--- src/rtl/exc_pkg.sv ---
package exc_pkg;
   // request index, lowest index wins
   localparam int K_RESET  = 0;
   localparam int K_EXC    = 1;
   localparam int K_TLB    = 2;
   localparam int K_TRAP   = 3;
   localparam int K_INT    = 4;
   localparam int NUM_KIND = 5;

   // status word bit positions
   localparam int SR_MD_BIT = 30;
   localparam int SR_RB_BIT = 29;
   localparam int SR_BL_BIT = 28;
   localparam int SR_M_BIT  = 9;
   localparam int SR_Q_BIT  = 8;
   localparam int SR_S_BIT  = 1;
   localparam int SR_T_BIT  = 0;
   localparam int SR_IM_LO  = 4;
   localparam int SR_IM_W   = 4;
endpackage

--- src/rtl/exc_req_pick.sv ---
module exc_req_pick #(
   parameter int N = 5
) (
   input  logic         clk,
   input  logic         rst_n,
   input  logic [N-1:0] req,
   output logic [N-1:0] grant,
   output logic         any
);
   generate
      if (N < 2) begin : g_bad
         $error("exc_req_pick needs at least two requesters");
      end
   endgenerate

   genvar i;
   generate
      for (i = 0; i < N; i++) begin : g_pri
         if (i == 0) begin : g_top
            assign grant[i] = req[i];
         end else begin : g_rest
            assign grant[i] = req[i] & ~(|req[i-1:0]);
         end
      end
   endgenerate

   assign any = |req;

   // never more than one grant, and a grant whenever a request exists
   a_r12_one_grant: assert property (@(posedge clk) disable iff (!rst_n)
      $onehot0(grant) && (any == (grant != '0)));
endmodule

--- src/rtl/exc_sr_merge.sv ---
module exc_sr_merge
   import exc_pkg::*;
#(
   parameter int XLEN = 32
) (
   input  logic [XLEN-1:0] cur_sr,
   input  logic            flag_t,
   input  logic            flag_s,
   input  logic            flag_m,
   input  logic            flag_q,
   input  logic            is_reset,
   output logic [XLEN-1:0] merged_sr,
   output logic [XLEN-1:0] new_sr,
   output logic            swap
);
   localparam logic [XLEN-1:0] FLAG_MASK = XLEN'((1 << SR_T_BIT) | (1 << SR_S_BIT) |
                                                 (1 << SR_Q_BIT) | (1 << SR_M_BIT));
   localparam logic [XLEN-1:0] ENTRY_SET = XLEN'((1 << SR_MD_BIT) | (1 << SR_RB_BIT) |
                                                 (1 << SR_BL_BIT));
   localparam logic [XLEN-1:0] IMASK_SET = XLEN'(((1 << SR_IM_W) - 1) << SR_IM_LO);

   logic [XLEN-1:0] flag_bits;
   logic            old_bank, new_bank;

   always_comb begin
      flag_bits = '0;
      flag_bits[SR_T_BIT] = flag_t;
      flag_bits[SR_S_BIT] = flag_s;
      flag_bits[SR_M_BIT] = flag_m;
      flag_bits[SR_Q_BIT] = flag_q;
      merged_sr = (cur_sr & ~FLAG_MASK) | flag_bits;
      new_sr    = merged_sr | ENTRY_SET | (is_reset ? IMASK_SET : '0);
   end

   assign old_bank = merged_sr[SR_MD_BIT] & merged_sr[SR_RB_BIT];
   assign new_bank = new_sr[SR_MD_BIT] & new_sr[SR_RB_BIT];
   assign swap     = old_bank ^ new_bank;
endmodule

--- src/rtl/exc_vector_gen.sv ---
module exc_vector_gen
   import exc_pkg::*;
#(
   parameter int              XLEN      = 32,
   parameter int              CODE_W    = 12,
   parameter int              IMM_W     = 8,
   parameter logic [XLEN-1:0] RESET_PC  = 'hA000_0000,
   parameter logic [XLEN-1:0] OFF_EXC   = 'h100,
   parameter logic [XLEN-1:0] OFF_TLB   = 'h400,
   parameter logic [XLEN-1:0] OFF_INT   = 'h600,
   parameter logic [CODE_W-1:0] TRAP_CODE = 'h160
) (
   input  logic [NUM_KIND-1:0] grant,
   input  logic [XLEN-1:0]     vbr,
   input  logic [CODE_W-1:0]   code,
   input  logic [CODE_W-1:0]   slot_code,
   input  logic                in_slot,
   input  logic [IMM_W-1:0]    imm,
   output logic [XLEN-1:0]     new_pc,
   output logic                exp_we,
   output logic [XLEN-1:0]     exp_val,
   output logic                int_we,
   output logic [XLEN-1:0]     int_val,
   output logic                tra_we,
   output logic [XLEN-1:0]     tra_val
);
   localparam int PAD_C = XLEN - CODE_W;
   localparam int PAD_T = XLEN - IMM_W - 2;

   generate
      if (PAD_C < 0 || PAD_T < 0) begin : g_bad
         $error("exc_vector_gen: codes or immediate too wide for XLEN");
      end
   endgenerate

   logic [CODE_W-1:0] fault_code;
   assign fault_code = in_slot ? slot_code : code;
   assign int_val    = {{PAD_C{1'b0}}, code};
   assign tra_val    = {{PAD_T{1'b0}}, imm, 2'b00};

   always_comb begin
      new_pc  = vbr + OFF_EXC;
      exp_we  = 1'b0;
      exp_val = {{PAD_C{1'b0}}, code};
      int_we  = 1'b0;
      tra_we  = 1'b0;
      if (grant[K_RESET]) begin
         new_pc = RESET_PC;
         exp_we = 1'b1;
      end else if (grant[K_EXC]) begin
         exp_we  = 1'b1;
         exp_val = {{PAD_C{1'b0}}, fault_code};
      end else if (grant[K_TLB]) begin
         new_pc  = vbr + OFF_TLB;
         exp_we  = 1'b1;
         exp_val = {{PAD_C{1'b0}}, fault_code};
      end else if (grant[K_TRAP]) begin
         exp_we  = 1'b1;
         exp_val = {{PAD_C{1'b0}}, TRAP_CODE};
         tra_we  = 1'b1;
      end else if (grant[K_INT]) begin
         new_pc = vbr + OFF_INT;
         int_we = 1'b1;
      end
   end
endmodule

--- src/rtl/exc_entry_unit.sv ---
module exc_entry_unit
   import exc_pkg::*;
#(
   parameter int              XLEN       = 32,
   parameter int              CODE_W     = 12,
   parameter int              IMM_W      = 8,
   parameter logic [XLEN-1:0] RESET_PC   = 'hA000_0000,
   parameter logic [XLEN-1:0] SR_INIT    = 'h7000_00F0,
   parameter logic [XLEN-1:0] FPSCR_INIT = 'h0004_0001
) (
   input  logic              clk,
   input  logic              rst_n,
   input  logic              req_reset,
   input  logic              req_exc,
   input  logic              req_tlb,
   input  logic              req_trap,
   input  logic              req_int,
   input  logic [CODE_W-1:0] evt_code,
   input  logic [CODE_W-1:0] slot_code,
   input  logic [IMM_W-1:0]  trap_imm,
   input  logic [XLEN-1:0]   cur_pc,
   input  logic [XLEN-1:0]   cur_sr,
   input  logic [XLEN-1:0]   cur_vbr,
   input  logic [XLEN-1:0]   cur_r15,
   input  logic              flag_t,
   input  logic              flag_s,
   input  logic              flag_m,
   input  logic              flag_q,
   input  logic              in_slot,
   output logic [XLEN-1:0]   pc_o,
   output logic [XLEN-1:0]   npc_o,
   output logic [XLEN-1:0]   spc_o,
   output logic [XLEN-1:0]   ssr_o,
   output logic [XLEN-1:0]   sgr_o,
   output logic [XLEN-1:0]   sr_o,
   output logic [XLEN-1:0]   fpscr_o,
   output logic [XLEN-1:0]   expevt_o,
   output logic [XLEN-1:0]   intevt_o,
   output logic [XLEN-1:0]   tra_o,
   output logic              bank_swap_o,
   output logic              entry_o,
   output logic              ds_o
);
   generate
      if (XLEN < 32) begin : g_bad_xlen
         $error("exc_entry_unit: XLEN must be at least 32");
      end
   endgenerate

   logic [NUM_KIND-1:0] req, grant;
   logic                any_req;
   logic [XLEN-1:0]     merged_sr, new_sr, new_pc;
   logic [XLEN-1:0]     exp_val, int_val, tra_val;
   logic                swap, exp_we, int_we, tra_we;

   always_comb begin
      req          = '0;
      req[K_RESET] = req_reset;
      req[K_EXC]   = req_exc;
      req[K_TLB]   = req_tlb;
      req[K_TRAP]  = req_trap;
      req[K_INT]   = req_int;
   end

   exc_req_pick #(.N(NUM_KIND)) u_pick (
      .clk(clk), .rst_n(rst_n), .req(req), .grant(grant), .any(any_req));

   exc_sr_merge #(.XLEN(XLEN)) u_merge (
      .cur_sr(cur_sr), .flag_t(flag_t), .flag_s(flag_s), .flag_m(flag_m),
      .flag_q(flag_q), .is_reset(grant[K_RESET]), .merged_sr(merged_sr),
      .new_sr(new_sr), .swap(swap));

   exc_vector_gen #(.XLEN(XLEN), .CODE_W(CODE_W), .IMM_W(IMM_W),
                    .RESET_PC(RESET_PC)) u_vec (
      .grant(grant), .vbr(cur_vbr), .code(evt_code), .slot_code(slot_code),
      .in_slot(in_slot), .imm(trap_imm), .new_pc(new_pc), .exp_we(exp_we),
      .exp_val(exp_val), .int_we(int_we), .int_val(int_val), .tra_we(tra_we),
      .tra_val(tra_val));

   assign fpscr_o = FPSCR_INIT;

   always_ff @(posedge clk or negedge rst_n) begin
      if (!rst_n) begin
         pc_o        <= RESET_PC;
         npc_o       <= RESET_PC + XLEN'(2);
         sr_o        <= SR_INIT;
         spc_o       <= '0;
         ssr_o       <= '0;
         sgr_o       <= '0;
         expevt_o    <= '0;
         intevt_o    <= '0;
         tra_o       <= '0;
         bank_swap_o <= 1'b0;
         entry_o     <= 1'b0;
         ds_o        <= 1'b0;
      end else begin
         entry_o     <= any_req;
         bank_swap_o <= any_req & swap;
         ds_o        <= any_req ? 1'b0 : in_slot;
         if (any_req) begin
            pc_o  <= new_pc;
            npc_o <= new_pc + XLEN'(2);
            sr_o  <= new_sr;
            if (!grant[K_RESET]) begin
               spc_o <= cur_pc;
               ssr_o <= merged_sr;
               sgr_o <= cur_r15;
            end
         end
         if (exp_we) expevt_o <= exp_val;
         if (int_we) intevt_o <= int_val;
         if (tra_we) tra_o    <= tra_val;
      end
   end

   // saved state captured from the core on non-reset entry
   a_r2_save: assert property (@(posedge clk) disable iff (!rst_n)
      (any_req && !req_reset) |=> (spc_o == $past(cur_pc)) && (sgr_o == $past(cur_r15)));
   // entry always leaves privileged, blocked, bank-1 state
   a_r3_sr_forced: assert property (@(posedge clk) disable iff (!rst_n)
      entry_o |-> (sr_o[SR_MD_BIT] && sr_o[SR_RB_BIT] && sr_o[SR_BL_BIT]));
   // reset entry goes to the fixed vector with full mask
   a_r8_reset_vec: assert property (@(posedge clk) disable iff (!rst_n)
      req_reset |=> (pc_o == RESET_PC) && (sr_o[SR_IM_LO +: SR_IM_W] == '1));
   // fetch address follows and delay-slot flag is cleared
   a_r9_after_entry: assert property (@(posedge clk) disable iff (!rst_n)
      entry_o |-> (npc_o == pc_o + XLEN'(2)) && !ds_o);
   // nothing moves without a request
   a_r12_hold: assert property (@(posedge clk) disable iff (!rst_n)
      !(req_reset || req_exc || req_tlb || req_trap || req_int) |=>
         $stable(pc_o) && $stable(sr_o) && $stable(spc_o) && !entry_o);
endmodule

--- config.mk ---
export PLATFORM = sky130hd
export DESIGN_NAME = exc_entry_unit
export DESIGN_NICKNAME = d
export VERILOG_FILES = /design/src/rtl/exc_pkg.sv /design/src/rtl/exc_req_pick.sv /design/src/rtl/exc_sr_merge.sv /design/src/rtl/exc_vector_gen.sv /design/src/rtl/exc_entry_unit.sv
export SDC_FILE = /design/constraint.sdc
export NUM_CORES = 1
export LEC_CHECK = 0
export BUFFER_PORTS_ARGS = -buffer_cell sky130_fd_sc_hd__buf_2
export CAP_MARGIN = 20
export CORE_AREA = 2 2 191 193
export CTS_BUF_LIST = sky130_fd_sc_hd__clkbuf_4 sky130_fd_sc_hd__clkbuf_8
export CTS_CLUSTER_DIAMETER = 120
export DETAILED_ROUTE_END_ITERATION = 7
export DIE_AREA = 0 0 193 195
export PLACE_DENSITY = 0.63
export SETUP_SLACK_MARGIN = 0.3
export SLEW_MARGIN = 25
export SYNTH_ARGS = -nofsm -noshare
export SYNTH_HDL_FRONTEND = slang
export SYNTH_SLANG_ARGS = --single-unit
--- constraint.sdc ---
create_clock -name clk -period 2.14 [get_ports clk]
set_input_delay 0.107 -clock clk [delete_from_list [all_inputs] [get_ports clk]]
set_output_delay 0.107 -clock clk [all_outputs]
set_load 0.03 [all_outputs]
Word level (Yosys, flattened, before mapping) --
Cells that the tools add are included.
Operators by class: multiplexer cells 24, add/subtract/negate cells 4, reduce and logical (&&, ||, !) cells 5, bitwise gates (word level) 14
Operators by type and width (number):
- 2-to-1 mux 32 bit | 8
- adder 32 x 11 -> 32 bit (second input constant) | 2
- adder 32 x 2 -> 32 bit (second input constant) | 1
- adder 32 x 9 -> 32 bit (second input constant) | 1
- OR 32 x 10 -> 32 bit | 1
- OR 32 bit | 1
- 2-to-1 mux 12 bit | 2
- 2-to-1 mux 1 bit | 13
- 2-to-1 mux 8 bit | 1
- AND 1 bit | 7
- OR reduction 5 bit | 1
- NOT 1 bit | 4
- OR reduction 4 bit | 1
- OR reduction 3 bit | 1
- AND reduction 2 bit | 1
- OR reduction 2 bit | 1
- XOR 1 bit | 1
Word-level totals: logic and storage cells 59, output and inout bits 323, input bits 172, register bits 247

Longest topological paths before layout --
Gate-level depths: netlist of the first run.
word-level depth 9, gate-level depth with buffers 12, mapped depth without buffers 11

By module --
From an unflattened synthesis of the first run, not the netlist that was laid out.
Second synthesis, totals: cells, all modules 1247, area, all modules 14602.8 µm²
Modules (own cells, without submodules):
- exc_entry_unit | cells an instance 782, instances 1, area each 11559.8 µm², seq. area each 7272.0 µm²
- exc_vector_gen | cells an instance 392, instances 1, area each 2504.9 µm², seq. area each 0.0 µm²
- exc_sr_merge | cells an instance 66, instances 1, area each 483.0 µm², seq. area each 0.0 µm²
- exc_req_pick | cells an instance 7, instances 1, area each 55.1 µm², seq. area each 0.0 µm²

Least setup slack after synthesis of the first run --
No wires, ideal clock.
kind in2reg, start point input port cur_vbr[8], end point register npc_o[29], buffers on the path 2, setup time 0.085 ns, data arrival time 2.545 ns, data required time 2.055 ns, path slack -0.490 ns, stages on the path 12, cell sequence ha_1 -> buf_2 -> nand2_1 -> clkbuf_1 -> nor2_1 -> a211oi_1 -> xnor2_1 -> nand2b_1 -> nor4_4 -> nand2_2 -> nor3_2 -> mux2_1
Between the ends: word-level cells in the longest chain between the ends 7, elaborated cells on any way between the ends 9, those cells by class add/sub: 4; mux: 5
RTL lines:
- start: declaration | line exc_entry_unit.sv:23 | input logic [XLEN-1:0] cur_vbr,
- adder 32 x 9 -> 32 bit or adder 32 x 11 -> 32 bit (tied branches) | line exc_vector_gen.sv:42, exc_vector_gen.sv:62
- 2-to-1 mux 32 bit | line exc_vector_gen.sv:61 | end else if (grant[K_INT]) begin
- 2-to-1 mux 32 bit | line exc_vector_gen.sv:57 | end else if (grant[K_TRAP]) begin
- 2-to-1 mux 32 bit | line exc_vector_gen.sv:53 | end else if (grant[K_TLB]) begin
- 2-to-1 mux 32 bit (*) | line exc_vector_gen.sv:50 | end else if (grant[K_EXC]) begin
- 2-to-1 mux 32 bit (*) | line exc_vector_gen.sv:47 | if (grant[K_RESET]) begin
- adder 32 x 2 -> 32 bit (*) | line exc_entry_unit.sv:102 | npc_o <= new_pc + XLEN'(2);
- end signal: assignment | line exc_entry_unit.sv:85 | npc_o <= RESET_PC + XLEN'(2);
- end signal: assignment | line exc_entry_unit.sv:102
- end: declaration | line exc_entry_unit.sv:31 | output logic [XLEN-1:0] npc_o,
Mark *: on every way between the ends. The rest lies on a longest branch, timed or not. A chain may end at the register's enable or synchronous reset.

Final worst setup path of the first run --
start point input port cur_vbr[10], end point register npc_o[29]
The elaborated chain is that of the path after synthesis.

==> qor.txt, run 1 <==
Slowest-stage cell, CP = a311oi_2
DRT Pass-1 Iters = 5
final period utilization = 1.02
met2 usage = 0.399
Mapped Area = 11900 µm²
post-synthesis register bit count = 223
sw frac = 0.338
Pleak = 0.00926 µW
total CTS buffers = 41
final hold viol count = 0
Int Pwr = 8500 µW
Top FF cell, synth = dfrtp_1
WP buf/inv = 3
final setup vio count = 1
num ports = 495
post-synthesis xor/xnor area fraction = 0.0310
Post-DP HPWL = 33300 µm
Synth area leaders = dfrtp_1 (45%), mux2_2 (10%), buf_4 (6.7%)
initial antenna violation count = 2
pin count of the biggest net entering global routing = 70
Vias = 11788
Die H = 195 µm
vias in the first global route = 12178
most crowded layer after global routing = met2
post-synthesis async set-or-reset flop share = 1.00
initial core utilization = 0.335
CP Cell Sequence = buf_12, inv_8, ha_4, buf_6, xor2_2, o2111a_1, a311oi_2, and2b_2, nand4_4, nor4_4, nand2_2, nor3_2, mux2_4
sequential share of the synthesized area = 0.471
ant diodes = 0
Post-Layout Inst Area = 19300 µm²
first-pass GRT wire length = 68800 µm
leading cell type in the layout, fill and taps excluded = buf_2
share of layout cells above drive strength 1 = 0.504
Max VDD drop = 0.000668 V
Mean Syn Cell Area = 10.1 µm²
worst-path fanout max = 4
final worst slack = -0.0354 ns
Largest stage delay, worst path = 0.36 ns
core area = 35400 µm²
Die Span X = 193 µm
max cap viols = 0
later-pin clock latency in the skew report = 0.57 ns
crit path capture type = flop
post-synthesis compound-gate area fraction = 0.114
CTS Sinks = 223
worst-case reg-to-reg path depth = 3
First DRT Iteration DRCs = 543
largest family of logic cells by synthesized area = simple AND/OR/NAND/NOR gates
hold depth = 4
status = complete, but fails checks
max-slew violation count = 0
P&R area growth vs syn = 62.6%
instance count on the critical path = 13
Clock transition at path regs = 0.06 ns
Overall Global Routing Usage = 0.236
Yosys top cell by area = dfrtp_1
Rel. slew slack = 0.663
Final Critical Period = 2.18 ns
Total Wirelength = 45700 µm
post-synthesis cell type count = 96
post-route setup TNS = -0.0354 ns
Final Skew = 0 ns
RSZ-0062 raised after global routing = yes
top cell type's share of synthesized area = 0.451
Hold Crit Class = in -> reg
CTS root buffer = clkbuf_8
Worst Setup Start Kind = primary input
switching power = 4350 µW
Flop pwr share = 0.381
violated checks = setup timing
clock share of power = 0.336
met1 Use GR = 0.290
worst-margin pin slew = 0.506 ns
port buffer count = 391
CP delay by family, top = simple AND/OR/NAND/NOR gates
Die ar. = 37600 µm²
routability cong. = 0.890
post-synthesis simple-gate area fraction = 0.171
mux share of post-synthesis cell area = 0.110
crit path kind = in -> reg
Remaining DRCs = 0
Gate power share = 0.283
yosys warns = 0
row count = 69
ANT nets after route = 0
met3 GRT Util = 0.0537
wire per inst = 18.7 µm
worst path arrival time = 2.66 ns
EDFF count, synth = 0
WP data required = 2.62 ns
PD cells = 666 nW/µm²
H-Tree Level Count = 2
# nets final = 2138
Peak Freq = 460 MHz
post-synthesis adder-cell area fraction = 0.00633
vias per cell = 4.81
CTS max path bufs = 3
placed cell area = 16100 µm²
CTS tree = yes
Post-Syn Instances = 1174
most frequent cells in the layout = buf_2 (388), buf_4 (247), dfrtp_1 (214)
grt total ovfl = 0
[layer usage]
| metal | up-vias | share of wire |
|---|---|---|
| li1 | 5518 | - |
| met1 | 5655 | 0.41 |
| met2 | 497 | 0.48 |
| met3 | 114 | 0.069 |
| met4 | 4 | 0.041 |
| met5 | - | 0.00044 |
[state kept, by name (all words and copies together), names as in the netlist]
| name | count |
|---|---|
| intevt_o | 12 |
| pc_o | 32 |
| sgr_o | 32 |
| ssr_o | 32 |
| sr_o | 29 |
| expevt_o | 12 |
| spc_o | 32 |
| npc_o | 31 |
| tra_o | 8 |
| bank_swap_o | 1 |
| ds_o | 1 |
| entry_o | 1 |
[final cells by class]
class,count,area (µm²)
Sequential cell,223,5590
Tap cell,461,577
Multi-Input combinational cell,859,6270
Inverter,16,76.3
Clock inverter,6,61.3
Clock buffer,67,803
Timing Repair Buffer,819,5910
Fill cell,3100,16100
[power by group through the flow]
stage	Sequential (µW)	Clock, µW	Combinational [µW]
floorplan	5800	0	1200
global placement	4930	0	3250
global route	4950	4650	3850
finish	4900	4320	3630
CTS	4890	4460	3540
detailed placement	4950	0	3280
[cells in the mapped netlist (6+ instances only)]
library cell / n
a21oi_1: 33
a221oi_1: 7
a31oi_1: 6
buf_1: 6
buf_2: 19
buf_4: 106
clkbuf_1: 40
dfrtp_1: 214
dfstp_2: 9
ha_1: 6
inv_1: 14
mux2_2: 106
mux2i_1: 9
nand2_1: 202
nand2b_1: 15
nand3_1: 23
nand3b_1: 8
nand4_1: 8
nor2_1: 50
nor3_1: 22
nor4_1: 15
o211ai_1: 6
o21ai_0: 42
o21ai_1: 9
o31ai_1: 12
o32ai_1: 7
xnor2_1: 21
xor2_1: 21
[kinds of logic (layout without fill, tap and decap cells)]
logic type               count (synthesis)  in the layout
AND/OR/NAND/NOR                        404            404
adder cells (fa/ha/maj)                  6              6
other                                    2             99
XOR/XNOR                                42             42
multiplexers                           117            117
AO/OA/AOI/OAI                          191            191
flip-flops                             223            223
buffers and inverters                  189            908
[worst paths after layout]
path | start | to | slack (ns)
worst max-delay path | cur_vbr[10] | npc_o[29] | -0.04
worst min-delay path | cur_vbr[6] | pc_o[6] | 0.07
worst max register to register | expevt_o[6] | expevt_o[6] | 0.70
worst min register to register | sr_o[5] | sr_o[5] | 0.45
max in group asynchronous | rst_n | ssr_o[7] | 1.54
min in group asynchronous | rst_n | sr_o[4] | 0.11
[per-stage QoR]
stage	setup WS [ns]	power, µW	hold slack [ns]	cells	utilization
after detailed placement	-0.750	8230	-0.0232	2206	0.455
after CTS	0.0303	12900	0.0148	2437	0.531
after global routing	-0.0818	13400	0.0646	2451	0.545
final	-0.0354	12900	0.0711	2451	0.545
after global placement	-0.742	8190	-0.0216	2206	0.455
after floorplan	-0.315	7000	-0.189	1271	-
[what timing repair did]
item | in CTS | in global routing
endpoints found under the hold margin | 390 | 0
endpoints found under the setup margin | 19 | 21
gates resized for setup | 57 | 74
pin swaps | 34 | 32
hold buffers | 140 | 0
buffers inserted | 18 | 13
gates cloned | 0 | 1
[tightest hold or removal path, cell delays in order]
cell      delay [ns]
buf_2           0.12
nand2b_1        0.15
buf_4           0.15
o21ai_0         0.06
Note: power is estimated with default switching activity, not from simulation.
==> run 2, diff against run 1 <==
--- a/config.mk
+++ b/config.mk
@@ -7,14 +7,15 @@
 export LEC_CHECK = 0
 export BUFFER_PORTS_ARGS = -buffer_cell sky130_fd_sc_hd__buf_2
 export CAP_MARGIN = 20
-export CORE_AREA = 2 2 191 193
+export CORE_AREA = 2 2 195 197
 export CTS_BUF_LIST = sky130_fd_sc_hd__clkbuf_4 sky130_fd_sc_hd__clkbuf_8
 export CTS_CLUSTER_DIAMETER = 120
 export DETAILED_ROUTE_END_ITERATION = 7
-export DIE_AREA = 0 0 193 195
-export PLACE_DENSITY = 0.63
+export DIE_AREA = 0 0 197 199
+export PLACE_DENSITY = 0.69
 export SETUP_SLACK_MARGIN = 0.3
 export SLEW_MARGIN = 25
 export SYNTH_ARGS = -nofsm -noshare
 export SYNTH_HDL_FRONTEND = slang
+export SYNTH_HIERARCHICAL = 1
 export SYNTH_SLANG_ARGS = --single-unit
==> run 2 against run 1 <==
  * The run still ends with setup timing left
  * Non-clock buffer count down 2
  * Maximum frequency fell by 17%
  * Via count grew 5.4%
  * Utilization grew 3.0 points
  * Area after synthesis grew 23%
  * Die area grew 4.2%
  * Cell count up 1.1%
  * Clock power grew 32%
  * Register-to-register slack improved by 0.60 ns
  * Clock skew is the same
  * Hold slack got worse by 0.019 ns
  * Largest power group unchanged
==> qor.txt, run 2 <==
status = complete, but fails checks
violated checks = setup timing
PD cells = 768 nW/µm² (+15%)
CTS Sinks = 290 (+30%)
crit path capture type = flop
H-Tree Level Count = 2 (unchanged)
Post-DP HPWL = 32700 µm (-1.9%)
share of layout cells above drive strength 1 = 0.575 (+0.0713)
post-synthesis register bit count = 290 (+30%)
Top cell by count, worst path = buf_4
Vias = 12420 (+5.4%)
Final Critical Period = 2.62 ns (+0.444 ns)
Die H = 199 µm (+2.1%)
post-synthesis adder-cell area fraction = 0.00514 (-0.00119)
first-pass GRT wire length = 71500 µm (+3.9%)
initial core utilization = 0.393 (+0.0580)
Largest stage delay, worst path = 0.53 ns (+0.17 ns)
final hold viol count = 0 (unchanged)
Overall Global Routing Usage = 0.236 (-0.000483)
EDFF count, synth = 0 (unchanged)
initial antenna violation count = 1 (-1)
total CTS buffers = 49 (+20%)
WP data required = 2.65 ns (+0.03 ns)
Worst R2R Start = npc_o[26]
Mapped Area = 14600 µm² (+23%)
clock share of power = 0.348 (+0.012)
Top FF cell, synth = dfrtp_1
Worst R2R Setup Slack = 1.30 ns (+0.60 ns)
Worst Setup Start Kind = primary input
pin count of the biggest net entering global routing = 65 (-7.1%)
core area = 37100 µm² (+4.9%)
num ports = 495 (unchanged)
grt total ovfl = 0 (unchanged)
post-synthesis cell type count = 66 (-31%)
leading cell type in the layout, fill and taps excluded = buf_2
post-synthesis compound-gate area fraction = 0.0685 (-0.0451)
crit path kind = in -> reg
Slowest-stage cell, CP = or4_1
Hold Crit Class = in -> reg
DRT Pass-1 Iters = 5 (unchanged)
top cell type's share of synthesized area = 0.476 (+0.0251)
yosys warns = 6 (+6)
P&R area growth vs syn = 46.2%
First DRT Iteration DRCs = 643 (+18%)
RSZ-0062 raised after global routing = yes
hold_sp = cur_vbr[2]
Final Skew = 0 ns (unchanged)
sw frac = 0.328 (-0.0108)
row count = 71 (+2.9%)
final period utilization = 1.22 (+0.207)
Post-Layout Inst Area = 21300 µm² (+11%)
switching power = 5370 µW (+23%)
cell with the most instances after synthesis = dfrtp_1
ANT nets after route = 0 (unchanged)
worst-path fanout max = 5 (+1)
# nets final = 2143 (+0.23%)
Max VDD drop = 0.000770 V (+15%)
largest family of logic cells by synthesized area = multiplexers
Die ar. = 39200 µm² (+4.2%)
Total Wirelength = 48400 µm (+5.9%)
CTS max path bufs = 3 (unchanged)
Mean Syn Cell Area = 11.7 µm² (+16%)
Critical R2R Capture = npc_o[26]
later-pin clock latency in the skew report = 0.60 ns (+0.03 ns)
mux share of post-synthesis cell area = 0.199 (+0.0894)
Clock transition at path regs = 0.07 ns (about the same)
Pwr Total = 16400 µW (+28%)
Rel. slew slack = 0.425 (-0.238)
WP buf/inv = 4 (+1)
commonest cells in the netlist = dfrtp_1 (278), mux2_2 (256), buf_4 (178)
Flop pwr share = 0.395 (+0.014)
worst path arrival time = 3.13 ns (+0.47 ns)
Die Span X = 197 µm (+2.1%)
Remaining DRCs = 0 (unchanged)
placed cell area = 17900 µm² (+11%)
share of the core filled with cells = 0.575 (+0.0297)
post-synthesis xor/xnor area fraction = 0.0192 (-0.0118)
final setup vio count = 21 (+20)
port buffer count = 458 (+17%)
sequential share of the synthesized area = 0.498 (+0.0268)
CP Cell Sequence = buf_8, nor4_4, and2_4, or4b_4, nor3_4, o221ai_2, o21ai_1, a21oi_4, buf_4, buf_4, buf_6, or4_1, a31oi_1
Post-Syn Instances = 1247 (+6.2%)
worst-margin pin slew = 0.860 ns (+0.355 ns)
Worst Setup SP = req_exc
most frequent cells in the layout = buf_2 (453), dfrtp_1 (278), mux2_2 (252)
CTS root buffer = clkbuf_8
CP delay by family, top = simple AND/OR/NAND/NOR gates
hold depth = 4 (unchanged)
max cap viols = 0 (unchanged)
CTS tree = yes
Gate power share = 0.257 (-0.026)
Synth area leaders = dfrtp_1 (48%), mux2_2 (20%), buf_4 (9.2%)
worst-case reg-to-reg path depth = 2 (-1)
post-synthesis async set-or-reset flop share = 1.00 (unchanged)
Peak Freq = 382 MHz (-17%)
routability cong. = 0.921 (+3.4%)
Yosys top cell by area = dfrtp_1
vias in the first global route = 12793 (+5.1%)
Int Pwr = 11000 µW (+30%)
worst min-delay path endpoint = npc_o[2]
max-slew violation count = 0 (unchanged)
final worst slack = -0.479 ns (-0.444 ns)
vias per cell = 5.01 (+4.2%)
post-synthesis simple-gate area fraction = 0.0912 (-0.0794)
Pleak = 0.0102 µW (+10%)
wire per inst = 19.5 µm (+4.7%)
run 2: changes by cell type after synthesis, moves of 15 or more:
| cell | change |
|---|---|
| buf_4 | +72 |
| dfrtp_1 | +64 |
| mux2_2 | +150 |
| nand2_1 | -153 |
| nor2b_1 | +17 |
| or4_1 | +15 |
run 2: final cells by class:
type,count,area [µm²]
antenna,1,2.50
clock buffer,72,903
clock inverter,18,223
fill,2984,15800
inverter,13,48.8
multi-input combinational,794,6680
sequential,290,7270
tap,474,593
timing repair buffer,817,5620
run 2: timing repair:
action	in CTS	in global routing
gates resized for setup	72	51
hold buffers	133	0
cloned	2	1
buffers inserted	28	19
hold endpoints to repair	443	0
setup endpoints to repair	36	33
pin swaps	44	37
run 2: power groups by stage:
stage / Sequential [µW] / Combinational, µW / Clock, µW
final: 6480 / 4210 / 5700
after global routing: 6550 / 4430 / 6080
after CTS: 6470 / 4130 / 5840
after detailed placement: 6550 / 3860 / 0
after global placement: 6510 / 3820 / 0
after floorplan: 7810 / 1310 / 0
run 2: how the worst max path moves through the flow:
stage	to	slack, ns	cells past startpoint
after floorplan	npc_o[31]	-0.86	12
after global placement	npc_o[31]	-1.05	12
after detailed placement	npc_o[30]	-1.13	13
after CTS	npc_o[30]	-0.24	12
after global routing	npc_o[26]	-0.55	13
final	npc_o[26]	-0.48	13
run 2: logic make-up (layout without fill, tap and decap cells):
logic type	after synthesis	count (layout)
AO/OA/AOI/OAI	156	156
XOR/XNOR	32	32
adder cells (fa/ha/maj)	6	6
buffers and inverters	260	920
flip-flops	290	290
multiplexers	259	259
other	4	100
AND/OR/NAND/NOR	240	242
run 2: layer usage:
layer | share of wire | routed length [µm] | global-route usage
met5 | 0 | 0 | 0
met4 | 0.046 | 2230 | 0.110
met3 | 0.078 | 3760 | 0.0622
met2 | 0.49 | 23900 | 0.396
met1 | 0.38 | 18500 | 0.284
run 2: stage by stage:
stage / instances / TNS, ns / setup WS [ns] / hold WS, ns
after floorplan: 1342 / -12.30 / -0.858 / -0.189
after global placement: 2205 / -38.01 / -1.05 / 0.102
after detailed placement: 2205 / -41.10 / -1.13 / 0.104
after CTS: 2458 / -2.29 / -0.243 / 0.0000465
after global routing: 2479 / -6.53 / -0.552 / 0.0700
final: 2479 / -5.20 / -0.479 / 0.0524
run 2: worst register-to-register path, delay by kind of cell, from the launching register on:
family	cells	cell delay (ns)
AOI/OAI and AO/OA	1	0.22
DFF	1	0.45
and+or+nand+nor	1	0.08
==> run 3, diff against run 2 <==
--- a/config.mk
+++ b/config.mk
@@ -7,14 +7,14 @@
 export LEC_CHECK = 0
 export BUFFER_PORTS_ARGS = -buffer_cell sky130_fd_sc_hd__buf_2
 export CAP_MARGIN = 20
-export CORE_AREA = 2 2 195 197
-export CTS_BUF_LIST = sky130_fd_sc_hd__clkbuf_4 sky130_fd_sc_hd__clkbuf_8
+export CORE_AREA = 2 2 191 193
+export CTS_BUF_LIST = sky130_fd_sc_hd__clkbuf_16
 export CTS_CLUSTER_DIAMETER = 120
 export DETAILED_ROUTE_END_ITERATION = 7
-export DIE_AREA = 0 0 197 199
-export PLACE_DENSITY = 0.69
+export DIE_AREA = 0 0 193 195
+export PLACE_DENSITY = 0.71
 export SETUP_SLACK_MARGIN = 0.3
-export SLEW_MARGIN = 25
+export SLEW_MARGIN = 20
 export SYNTH_ARGS = -nofsm -noshare
 export SYNTH_HDL_FRONTEND = slang
 export SYNTH_HIERARCHICAL = 1
==> run 3 against run 2 <==
  * The run still ends with setup timing left
  * Combinational power up 2%
  * Largest power group unchanged
  * Clock power down 13%
  * Die area down 4.0%
  * Critical endpoint is now npc_o[13]
  * Maximum frequency down 0.49%
  * Sequential power about the same
  * Critical path depth up 3
  * Critical path type unchanged
==> qor.txt, run 3 (same netlist as run 2, synthesis figures left out) <==
Die ar. = 37600 µm² (-4.0%)
initial antenna violation count = 0 (-1)
ANT nets after route = 0 (unchanged)
Int Pwr = 10500 µW (-5.0%)
clock share of power = 0.316 (-0.032)
wire per inst = 19.8 µm (+1.1%)
final setup vio count = 24 (+14%)
fillers = 2751 (-7.8%)
initial core utilization = 0.413 (+0.0193)
final worst slack = -0.492 ns (-0.0130 ns)
pin count of the biggest net entering global routing = 76 (+17%)
worst path arrival time = 3.08 ns (-0.05 ns)
final hold viol count = 0 (unchanged)
Post-Layout Inst Area = 21400 µm² (+0.41%)
crit path capture type = flop
Clock transition at path regs = 0.06 ns (about the same)
CTS tree = yes
Overall Global Routing Usage = 0.243 (+0.00699)
vias per cell = 5.05 (+0.76%)
switching power = 5250 µW (-2.2%)
# nets final = 2120 (-1.1%)
Slowest-stage cell, CP = a221oi_4
most frequent cells in the layout = buf_2 (454), dfrtp_1 (278), mux2_2 (251)
area of the multi-input gates = 6960 µm² (+4.2%)
routability cong. = 0.905 (-1.7%)
status = complete, but fails checks
WP data required = 2.59 ns (-0.06 ns)
CP Cell Sequence = buf_8, buf_12, buf_8, nor3b_4, buf_12, clkinvlp_4, a31oi_4, mux2i_2, a221oi_4, nand4_4, buf_6, buf_6, or3_4, buf_6, xnor2_2, mux2_4
first-pass GRT wire length = 70800 µm (-0.93%)
ant diodes = 0 (-1)
DRT Pass-1 Iters = 5 (unchanged)
CTS root buffer = clkbuf_16
grt total ovfl = 0 (unchanged)
RSZ-0062 raised after global routing = yes
Gate power share = 0.273 (+0.016)
leading cell type in the layout, fill and taps excluded = buf_2
Worst Setup Start Kind = primary input
row count = 69 (-2.8%)
vias in the first global route = 12636 (-1.2%)
placed cell area = 17900 µm² (-0.29%)
crit path kind = in -> reg
Post-DP HPWL = 32700 µm (about the same)
Rel. slew slack = 0.506 (+0.0806)
worst-margin pin slew = 0.740 ns (-0.120 ns)
Final Critical Period = 2.63 ns (+0.0130 ns)
Die Span X = 193 µm (-2.0%)
CTS Sinks = 290 (unchanged)
Max VDD drop = 0.000647 V (-16%)
Total Wirelength = 48000 µm (-1.0%)
Hold Crit Class = in -> reg
Peak Freq = 380 MHz (-0.49%)
Final Skew = 0 ns (unchanged)
share of layout cells above drive strength 1 = 0.573 (-0.00240)
later-pin clock latency in the skew report = 0.56 ns (-0.04 ns)
Die H = 195 µm (-2.0%)
Largest stage delay, worst path = 0.40 ns (-0.13 ns)
port buffer count = 458 (unchanged)
max-slew violation count = 0 (unchanged)
Pleak = 0.0102 µW (-0.31%)
num ports = 495 (unchanged)
total CTS buffers = 31 (-37%)
WP buf/inv = 8 (+4)
core area = 35400 µm² (-4.7%)
worst-path fanout max = 7 (+2)
Top cell by count, worst path = buf_6
P&R area growth vs syn = 46.8%
max cap viols = 0 (unchanged)
CP delay by family, top = buffers and inverters
First DRT Iteration DRCs = 579 (-10%)
violated checks = setup timing
Remaining DRCs = 0 (unchanged)
Flop pwr share = 0.412 (+0.017)
sw frac = 0.334 (+0.00638)
register area = 7270 µm² (unchanged)
Vias = 12257 (-1.3%)
CTS max path bufs = 3 (unchanged)
Pwr Total = 15700 µW (-4.1%)
final period utilization = 1.23 (+0.00608)
PD cells = 734 nW/µm² (-4.5%)
H-Tree Level Count = 1 (-1)
## run 3: changes by cell type in the layout (fill, tap and decap cells not counted), sizes merged
cell         delta
buf             +1
bufbuf          -1
bufinv          -4
clkbuf         -41
clkinv          +2
diode           -1
dlygate4sd3     -5
inv            +11
## run 3: repair_timing
action,CTS,global route
cloned,2,1
hold endpoints to repair,242,0
gates resized for setup,87,108
setup buffers,31,24
pin swaps,43,65
endpoints found under the setup margin,58,40
hold buffers,128,0
## run 3: final cells by class
class                   count  area share
flip-flops and latches    290       0.339
multi-input cells         794       0.325
repair buffers            812       0.263
clock buffers              31      0.0362
well taps                 461      0.0269
clock inverters            27     0.00701
inverters                  13     0.00245
## run 3: worst paths after layout
check                             start     endpoint  slack [ns]  cells after the start
max reg2reg                    pc_o[23]     pc_o[23]        1.29                      1
min                        slot_code[5]  expevt_o[5]        0.03                      4
min reg2reg                   npc_o[19]    npc_o[19]        0.49                      1
min in group asynchronous         rst_n    tra_o[27]        0.11                      2
max                           req_reset    npc_o[13]       -0.49                     16
max in group asynchronous         rst_n     pc_o[31]        1.25                      3
## run 3: routing by layer
layer  vias to the layer above  GRT usage  part of all wire
li1                       5545          -                 -
met1                      6054      0.298              0.39
met2                       549      0.419              0.50
met3                       109     0.0528             0.077
met4                         0     0.0861             0.040
met5                         -          0                 0
## run 3: power by group through the flow
stage	clock network, µW	logic (µW)	registers, µW
3_3_place_gp	0	3810	6500
2_1_floorplan	0	1310	7810
5_1_grt	5310	4510	6550
6_report	4970	4290	6470
3_5_place_dp	0	3870	6540
4_1_cts	5070	4160	6460
## run 3: stage by stage
| step | hold slack [ns] | std cells | setup WS (ns) | util | setup TNS (ns) |
|---|---|---|---|---|---|
| finish | 0.0302 | 2428 | -0.492 | 0.605 | -7.50 |
| global route | 0.0187 | 2428 | -0.563 | 0.605 | -9.31 |
| detailed placement | 0.155 | 2184 | -1.19 | 0.506 | -38.94 |
| global placement | 0.150 | 2184 | -1.14 | 0.506 | -35.70 |
| floorplan | -0.189 | 1342 | -0.858 | - | -12.30 |
| CTS | 0.000174 | 2403 | -0.422 | 0.587 | -5.16 |
## run 3: tightest hold or removal path: stages
cell and delay [ns]:
buf_2 0.08, o22ai_1 0.07, a21oi_1 0.15, mux2_2 0.16
